==> src/rtl/wpe_pkg.sv <==
package wpe_pkg;

   typedef enum logic [2:0] {
      K_NONE = 3'd0,
      K_RD_W = 3'd1,
      K_WR_W = 3'd2,
      K_RD_P = 3'd3,
      K_WR_P = 3'd4,
      K_P2W  = 3'd5,
      K_W2P  = 3'd6
   } cmd_kind_e;

   typedef struct packed {
      cmd_kind_e  kind;
      logic [1:0] sel;
   } cmd_t;

   localparam int BYTE_W  = 8;
   localparam int SEL_LSB = 2;

endpackage

==> src/rtl/wpe_cmd_decode.sv <==
module wpe_cmd_decode
   import wpe_pkg::*;
#(
   parameter int NUM_PRESETS = 4
) (
   input  logic              rw,
   input  logic [BYTE_W-1:0] instr,
   output cmd_t              cmd
);

   logic [2:0] op;
   logic [1:0] sel;
   logic       rsv;
   logic       sel_ok;

   always_comb begin
      op     = instr[7:5];
      sel    = instr[SEL_LSB +: 2];
      rsv    = instr[4] | instr[1] | instr[0];
      sel_ok = (32'(sel) < NUM_PRESETS);
      cmd.sel  = sel;
      cmd.kind = K_NONE;
      case ({rw, op})
         4'b1_100: if (sel == 2'd0) cmd.kind = K_RD_W;
         4'b1_101: if (sel_ok)      cmd.kind = K_RD_P;
         4'b1_110: if (sel_ok)      cmd.kind = K_P2W;
         4'b0_101: if (sel == 2'd0) cmd.kind = K_WR_W;
         4'b0_110: if (sel_ok)      cmd.kind = K_WR_P;
         4'b0_111: if (sel_ok)      cmd.kind = K_W2P;
         default:                   cmd.kind = K_NONE;
      endcase
      if (rsv) cmd.kind = K_NONE;
   end

endmodule

==> src/rtl/wpe_store_timer.sv <==
module wpe_store_timer #(
   parameter int STORE_CYC = 200
) (
   input  logic clk,
   input  logic rst_n,
   input  logic go,
   output logic busy
);

   localparam int CNT_W = $clog2(STORE_CYC + 1);

   logic [CNT_W-1:0] cnt_q;

   always_ff @(posedge clk or negedge rst_n) begin
      if (!rst_n)
         cnt_q <= '0;
      else if (go)
         cnt_q <= CNT_W'(STORE_CYC);
      else if (cnt_q != '0)
         cnt_q <= cnt_q - 1'b1;
   end

   assign busy = (cnt_q != '0);

endmodule

==> src/rtl/wpe_tap_decode.sv <==
module wpe_tap_decode #(
   parameter int VAL_W = 10
) (
   input  logic [VAL_W-1:0]      val,
   output logic [(1<<VAL_W)-1:0] tap_sel
);

   localparam int TAPS = 1 << VAL_W;

   for (genvar t = 0; t < TAPS; t++) begin : g_tap
      assign tap_sel[t] = (val == VAL_W'(t));
   end

endmodule

==> src/rtl/wiper_preset_engine.sv <==
module wiper_preset_engine
   import wpe_pkg::*;
#(
   parameter int VAL_W       = 10,
   parameter int NUM_PRESETS = 4,
   parameter int STORE_CYC   = 200,
   parameter logic [NUM_PRESETS*VAL_W-1:0] PRESET_INIT =
      {10'h3FF, 10'h0AA, 10'h155, 10'h200}
) (
   input  logic                   clk,
   input  logic                   rst_n,
   input  logic                   frm_start,
   input  logic                   frm_rw,
   input  logic                   byte_vld,
   input  logic [7:0]             byte_in,
   input  logic                   frm_stop,
   input  logic                   wp_n,
   output logic [7:0]             rd_byte,
   output logic                   busy,
   output logic [VAL_W-1:0]       wiper,
   output logic [(1<<VAL_W)-1:0]  tap_sel
);

   localparam int HI_W = VAL_W - BYTE_W;

   if (VAL_W < 9 || VAL_W > 16) begin : g_bad_width
      $error("VAL_W must lie in 9..16");
   end
   if (NUM_PRESETS < 1 || NUM_PRESETS > 4) begin : g_bad_presets
      $error("NUM_PRESETS must lie in 1..4");
   end
   if (STORE_CYC < 1) begin : g_bad_store
      $error("STORE_CYC must be at least 1");
   end

   // frame state
   logic             act_q;
   logic             rw_q;
   logic             have_cmd_q;
   cmd_t             cmd_q;
   logic [1:0]       dcnt_q;
   logic [HI_W-1:0]  hi_q;
   logic [VAL_W-1:0] pend_q;
   logic             pend_ok_q;
   logic [VAL_W-1:0] rd_q;
   logic             recall_q;
   logic [VAL_W-1:0] wiper_q;

   logic [VAL_W-1:0] preset_q [NUM_PRESETS];

   cmd_t             dec;
   logic             store_busy;
   logic             pre_we;
   logic [1:0]       pre_sel;
   logic [VAL_W-1:0] pre_wdata;
   logic             stop_ok;
   logic [VAL_W-1:0] wr_val;

   wpe_cmd_decode #(
      .NUM_PRESETS (NUM_PRESETS)
   ) dec_i (
      .rw    (rw_q),
      .instr (byte_in),
      .cmd   (dec)
   );

   assign busy    = store_busy | recall_q;
   assign stop_ok = frm_stop && !frm_start && act_q && have_cmd_q;
   assign wr_val  = {hi_q, byte_in};

   // preset update at stop, gated by write protect
   always_comb begin
      pre_sel   = cmd_q.sel;
      pre_wdata = pend_q;
      pre_we    = 1'b0;
      if (stop_ok && wp_n) begin
         if (cmd_q.kind == K_WR_P && pend_ok_q) begin
            pre_we = 1'b1;
         end else if (cmd_q.kind == K_W2P) begin
            pre_we    = 1'b1;
            pre_wdata = wiper_q;
         end
      end
   end

   for (genvar g = 0; g < NUM_PRESETS; g++) begin : g_preset
      always_ff @(posedge clk or negedge rst_n) begin
         if (!rst_n)
            preset_q[g] <= PRESET_INIT[g*VAL_W +: VAL_W];
         else if (pre_we && pre_sel == 2'(g))
            preset_q[g] <= pre_wdata;
      end
   end

   wpe_store_timer #(
      .STORE_CYC (STORE_CYC)
   ) tmr_i (
      .clk   (clk),
      .rst_n (rst_n),
      .go    (pre_we),
      .busy  (store_busy)
   );

   // frame sequencer and wiper register
   always_ff @(posedge clk or negedge rst_n) begin
      if (!rst_n) begin
         act_q      <= 1'b0;
         rw_q       <= 1'b0;
         have_cmd_q <= 1'b0;
         cmd_q      <= '{kind: K_NONE, sel: 2'd0};
         dcnt_q     <= 2'd0;
         hi_q       <= '0;
         pend_q     <= '0;
         pend_ok_q  <= 1'b0;
         rd_q       <= '0;
         recall_q   <= 1'b1;
         wiper_q    <= '0;
      end else begin
         if (recall_q) begin
            wiper_q  <= preset_q[0];
            recall_q <= 1'b0;
         end
         if (frm_start) begin
            act_q      <= !busy;
            rw_q       <= frm_rw;
            have_cmd_q <= 1'b0;
            dcnt_q     <= 2'd0;
            pend_ok_q  <= 1'b0;
         end else if (frm_stop) begin
            act_q     <= 1'b0;
            pend_ok_q <= 1'b0;
            if (stop_ok && cmd_q.kind == K_P2W)
               wiper_q <= preset_q[cmd_q.sel];
         end else if (byte_vld && act_q) begin
            if (!have_cmd_q) begin
               have_cmd_q <= 1'b1;
               cmd_q      <= dec;
               dcnt_q     <= 2'd0;
               if (dec.kind == K_NONE)
                  act_q <= 1'b0;
               rd_q <= (dec.kind == K_RD_P) ? preset_q[dec.sel] : wiper_q;
            end else begin
               if (dcnt_q != 2'd3)
                  dcnt_q <= dcnt_q + 2'd1;
               if (cmd_q.kind == K_WR_W || cmd_q.kind == K_WR_P) begin
                  if (dcnt_q == 2'd0) begin
                     hi_q <= byte_in[HI_W-1:0];
                  end else if (dcnt_q == 2'd1) begin
                     if (cmd_q.kind == K_WR_W) begin
                        wiper_q <= wr_val;
                     end else begin
                        pend_q    <= wr_val;
                        pend_ok_q <= 1'b1;
                     end
                  end
               end
            end
         end
      end
   end

   // read data presented to the front end
   always_comb begin
      rd_byte = 8'h00;
      if (act_q && have_cmd_q &&
          (cmd_q.kind == K_RD_W || cmd_q.kind == K_RD_P)) begin
         case (dcnt_q)
            2'd0:    rd_byte = 8'(rd_q >> BYTE_W);
            2'd1:    rd_byte = rd_q[7:0];
            default: rd_byte = 8'h00;
         endcase
      end
   end

   assign wiper = wiper_q;

   wpe_tap_decode #(
      .VAL_W (VAL_W)
   ) tap_i (
      .val     (wiper_q),
      .tap_sel (tap_sel)
   );

endmodule

==> config.mk <==
export PLATFORM = sky130hd
export DESIGN_NAME = wiper_preset_engine
export DESIGN_NICKNAME = d
export VERILOG_FILES = /design/src/rtl/wpe_pkg.sv /design/src/rtl/wpe_cmd_decode.sv /design/src/rtl/wpe_store_timer.sv /design/src/rtl/wpe_tap_decode.sv /design/src/rtl/wiper_preset_engine.sv
export SDC_FILE = /design/constraint.sdc
export NUM_CORES = 1
export LEC_CHECK = 0
export ABC_AREA = 1
export ABC_CLOCK_PERIOD_IN_PS = 1600
export BUFFER_PORTS_ARGS = -buffer_cell sky130_fd_sc_hd__buf_2
export CORE_AREA = 3 3 415 417
export CTS_BUF_LIST = sky130_fd_sc_hd__clkbuf_4 sky130_fd_sc_hd__clkbuf_8 sky130_fd_sc_hd__clkbuf_16
export CTS_CLUSTER_DIAMETER = 80
export CTS_CLUSTER_SIZE = 12
export DETAILED_ROUTE_END_ITERATION = 7
export DIE_AREA = 0 0 418 420
export PLACE_DENSITY_LB_ADDON = 0.2
export SYNTH_ARGS = -nofsm -noshare
export SYNTH_HDL_FRONTEND = slang
export SYNTH_HIERARCHICAL = 1
export SYNTH_SLANG_ARGS = --single-unit
==> constraint.sdc <==
create_clock -name clk -period 1.6 [get_ports clk]
set_input_delay 0.16 -clock clk [delete_from_list [all_inputs] [get_ports clk]]
set_output_delay 0.16 -clock clk [all_outputs]
set_load 0.005 [all_outputs]
### Word-level counts from Yosys, hierarchy flattened

Cells that the tools add are included.

* bits of input ports: 15
* output and inout port bits: 1043
* flip-flop bits (word level): 92
* logic and storage cells: 1166

* reductions and logical operators: 37
* bitwise gates (word level): 10
* multiplexer cells: 52
* add/sub/neg operators: 2
* magnitude comparators: 2
* equal/unequal tests: 1046

Operator list (count)
* 10-bit == test, second input constant: 512
* 10-bit by 9-bit == test with 1-bit output, second input constant: 256
* 10-bit by 8-bit == test with 1-bit output, second input constant: 128
* 10-bit by 7-bit == test with 1-bit output, second input constant: 64
* 10-bit by 6-bit == test with 1-bit output, second input constant: 32
* 10-bit two-way mux: 18
* 10-bit by 5-bit == test with 1-bit output, second input constant: 16
* 10-bit by 4-bit == test with 1-bit output, second input constant: 8
* 10-bit binary-select mux with 2-bit select: 2
* 10-bit by 3-bit == test with 1-bit output, second input constant: 4
* 8-bit two-way mux: 3
* 10-bit by 2-bit == test with 1-bit output, second input constant: 2
* 1-bit two-way mux: 20
* 3-bit one-hot mux with 6 select lines: 1
* 8-bit one-hot mux with 2 select lines: 1
* 3-bit nonzero test: 5
* 1-bit logical AND: 13
* 4-bit by 3-bit == test with 1-bit output, second input constant: 3
* 4-bit == test, second input constant: 3
* 2-bit two-way mux: 6
* 6-bit AND reduction: 2
* 10-bit by 1-bit == test with 1-bit output, second input constant: 1
* 10-bit zero test: 1
* 3-bit by 2-bit == test with 1-bit output, second input constant: 3
* other kinds (24): 45

### Longest topological paths before layout

* depth in word-level cells: 10
* gate-level depth with buffers: 10
* gate-level depth less buffers: 10

### Hierarchy

Netlist, hierarchy kept.

By module, submodules not included
* wpe_tap_decode: cells each 1491, area each 5734.2 sq um, instances 1
* wiper_preset_engine: cells each 656, area each 4609.4 sq um, instances 1
* wpe_store_timer: cells each 67, area each 486.7 sq um, instances 1
* wpe_cmd_decode: cells each 28, area each 126.4 sq um, instances 1

### Worst setup path before layout

No wires, ideal clock.

* path kind: register to output
* from: register wiper_q[7], in the netlist wiper[7]
* to: output tap_sel[322]
* data required time: 1.440 ns
* cell stages (with the launch flop): 7
* arrival: 1.316 ns
* slack: 0.124 ns
* buffers on the path: 1
* cells stage by stage: dfrtp_1 -> inv_1 -> nand2_1 -> nor2_1 -> buf_4 -> nand2_1 -> nor2_1

* longest elaborated chain between the ends: 1

Ends and longest elaborated chain
* from (decl): RTL line wiper_preset_engine.sv:47 `logic [VAL_W-1:0] wiper_q;`
* from (signal assigned): RTL line wiper_preset_engine.sv:120 `wiper_q <= preset_q[0];`
* from (signal assigned): RTL line wiper_preset_engine.sv:133 `wiper_q <= preset_q[cmd_q.sel];`
* from (signal assigned): RTL line wiper_preset_engine.sv:150 `wiper_q <= wr_val;`
* 10-bit by 9-bit == test with 1-bit output: RTL line wpe_tap_decode.sv:11 `assign tap_sel[t] = (val == VAL_W'(t));`
* to (decl): RTL line wiper_preset_engine.sv:21 `output logic [(1<<VAL_W)-1:0] tap_sel`

Every way passes these cells.

### Worst setup path after layout

* from: register wiper_q[5], in the netlist wiper[5]
* to: output tap_sel[150]

* longest elaborated chain between the ends: 1

Ends and longest elaborated chain (RTL line)
* 10-bit by 8-bit == test with 1-bit output: wpe_tap_decode.sv:11

Every way passes these cells.

==> flow_metrics.py <==
metrics = {
    "synthesis": {
        "synth-compound-area-share_pct": 3.65,
        "ys_top_cells_by_area": "nor2_1 38%, nand2_1 20%, dfrtp_1 16%",
        "synth_top_area_share_pct": 37.6,
        "synth_common_cells": "1097 x nor2_1, 582 x nand2_1, 93 x clkbuf_1",
        "syn_area_mm2": 0.0110,
        "ys_warn_count": 6,
        "yosys.cell_count.top_type": "nor2_1",
        "synth_edf_count": 0,
        "synthDistinctLibCells": 33,
        "synth_adder_area_share_pct": 0.571,
        "synthSimpleGateAreaFrac_pct": 63.8,
        "synth_xor_area_share_pct": 0.0799,
        "synth_top_family_by_area": "simple AND/OR/NAND/NOR gates",
        "synth.avg_cell_area_um2": 4.89,
        "synth_cells": 2242,
        "synthMuxAreaShare_pct": 0,
        "synth_top_area_cell": "nor2_1",
        "ys_seq_area_share_pct": 21.3,
        "ys_async_sr_fraction_pct": 100,
        "syn-num-nets": 2262,
        "synth_seq_cells": 92,
        "synth_flop_cell": "dfrtp_1",
    },
    "outcome": {
        "status": "complete, but fails checks",
        "violations": "negative setup slack",
    },
    "routing": {
        "drt_pass1_iterations": 5,
        "first_iter_violations": 1598,
        "ant_nets": 0,
        "vias": 20900,
        "drc": 0,
        "drt-total-wl_um": 146000,
        "wire_per_inst_um": 24.6,
        "vias_per_cell": 3.54,
    },
    "place": {
        "dpl.hpwl_um": 123000,
        "place_area_mm2": 0.0235,
        "routabilityCongestion": 0.865,
        "numPortBuffers": 1057,
        "pre_cts_slack_ps": -529,
    },
    "timing": {
        "holdWs_ps": 25.1,
        "finClkSkew_ps": 10.7,
        "hold_violations": 0,
        "rsz0062_at_grt": "yes",
        "period_share_pct": 138,
        "min_period_ps": 2200,
        "tightest_slew_ps": 577,
        "drv_slew": 0,
        "worst_slack_ps": -603,
        "relSlewSlack_pct": 61.5,
        "setup_viol": 1053,
        "fmaxAchievable_mhz": 454,
        "tns_ps": -492590,
    },
    "global_routing": {
        "grt_pass1_wl_um": 184000,
        "antenna_found_initial": 16,
        "grt_pass1_vias": 19000,
        "grt_max_degree": 52,
        "gr-total-overflow": 0,
        "grtUsageTotal_pct": 15.4,
    },
    "power_and_ir_drop": {
        "total_power_w": 0.00883,
        "ir_worst_vdd_v": 0.000370,
        "powerDensity_mw_per_mm2": 318,
        "p_leak_nw": 14.7,
    },
    "floorplanning": {
        "die_area_mm2": 0.176,
        "core_mm2": 0.169,
        "dieHeight_um": 420,
        "fp.dieW_um": 418,
        "io_pins": 1058,
        "start_util_pct": 6.48,
        "rows": 151,
    },
    "run": {
        "cap_violations": 0,
    },
    "critical_path": {
        "criticalPathCategory": "reg2out",
        "crit_path_start_kind": "register",
        "ff2ff_setup_slack_ps": -160,
        "cp_slowest_cell": "dfrtp_1",
        "crit_required_ps": 1440,
        "end_kind": "primary output",
        "slowest_delay_ps": 380,
        "path_cells": "inv_1, nand2_2, buf_4, nor2_2, buf_12, nand2_2, buf_4, nor2_1, buf_2",
        "crit_arrival_ps": 2040,
        "cp_max_fo": 16,
    },
    "final_layout": {
        "fin_nets": 3712,
        "drive_gt1_share_pct": 57.9,
        "fillCellCount": 19700,
        "design_area_mm2": 0.0277,
        "syn_to_final_growth_pct": 153,
    },
    "clocking": {
        "numCtsBuffers": 9,
        "cts_tree": "built",
        "cts_buffer_depth": 2,
        "h-tree-depth": 3,
        "insertion_delay_ps": 350,
        "clk_pin_slew_ps": 80,
        "root_buffer": "clkbuf_16",
        "clock_sinks": 92,
    },
    "min_path": {
        "hp-class": "in2reg",
    },
}
[sequential cells by signal, indices dropped and copies added (netlist names)]
name         flops
rd_q            10
pend_q          10
pend_ok_q        1
tmr_i/cnt_q      8
preset_q        40
dcnt_q           2
recall_q         1
pre_sel          2
have_cmd_q       1
act_q            1
wiper           10
rw_q             1
hi_q             2
cmd_q            3
[cells by family after synthesis]
logic type,count (synthesis)
AND/OR/NAND/NOR,1804
buffers and inverters,261
flip-flops,92
AO/OA/AOI/OAI,78
adder cells (fa/ha/maj),5
XOR/XNOR,1
other,1
[per-layer routing]
| layer | global-route usage (%) | wire (um) | vias to the layer above |
|---|---|---|---|
| met1 | 19.3 | 60300 | 10400 |
| met4 | 3.44 | 3800 | 0 |
| met2 | 27.2 | 73100 | 810 |
| li1 | - | - | 9650 |
| met3 | 2.83 | 8450 | 104 |
| met5 | 0 | 0 | - |
[cell type report]
type | count | area (um2) | share of cell area, %
tap | 2218 | 2780 | 10.0
clock buffer | 10 | 239 | 0.862
clock inverter | 6 | 70.1 | 0.253
sequential | 92 | 2340 | 8.43
inverter | 87 | 340 | 1.23
antenna | 1 | 2.50 | 0.00902
multi-input combinational | 1889 | 9990 | 36.0
timing repair buffer | 1613 | 12000 | 43.2
[through the flow]
stage                     util (%)  instances
after global routing          16.4       5916
after global placement        13.9       5824
after detailed placement      13.9       5824
final                         16.4       5916
after CTS                     15.1       5868
after floorplan                  -       2242
[worst max-delay path, delay by kind of cell, from the launching register on]
kind                   cells  cell delay, ps
buffers and inverters      5             800
AND/OR/NAND/NOR            4             470
flip-flops                 1             380
[worst paths after layout]
path                             startpoint            to  cells past startpoint
worst max register to register         rw_q       rd_q[5]                     10
worst min-delay path                 frm_rw          rw_q                      3
worst max-delay path               wiper[5]  tap_sel[150]                      9
min in group asynchronous             rst_n       rd_q[9]                      3
max in group asynchronous             rst_n  preset_q[26]                      3
worst min register to register  preset_q[9]   preset_q[9]                      2
[layout by cell type (no fill, tap or decap), drive strengths merged]
cell type,instances
nor2,1104
dfstp,21
conb,1
xnor2,1
nor3,6
nand2,594
or3,1
nand3b,1
ha,5
o22ai,1
diode,1
dlygate4sd3,1
nand3,82
inv,81
or2,1
buf,1608
nand4,15
clkbuf,14
a21oi,33
bufinv,1
o21ai,42
dfrtp,71
o21bai,1
clkinv,11
o211ai,1
[where the power goes]
| part | internal (W) | leakage, nW | switching [W] |
|---|---|---|---|
| registers | 0.00237 | 1.15 | 0.0000570 |
| logic | 0.00150 | 13.4 | 0.00258 |
| clock network | 0.00127 | 0.153 | 0.00105 |
| total | 0.00514 | 14.7 | 0.00369 |
[what timing repair did]
item	CTS	global route
gates cloned	4	3
pin swaps	40	42
setup buffers	27	48
setup endpoints to repair	1064	1108
gates resized for setup	432	453
hold buffers	1	0
hold endpoints to repair	71	0
No activity file was read; power rests on OpenSTA's default activity.
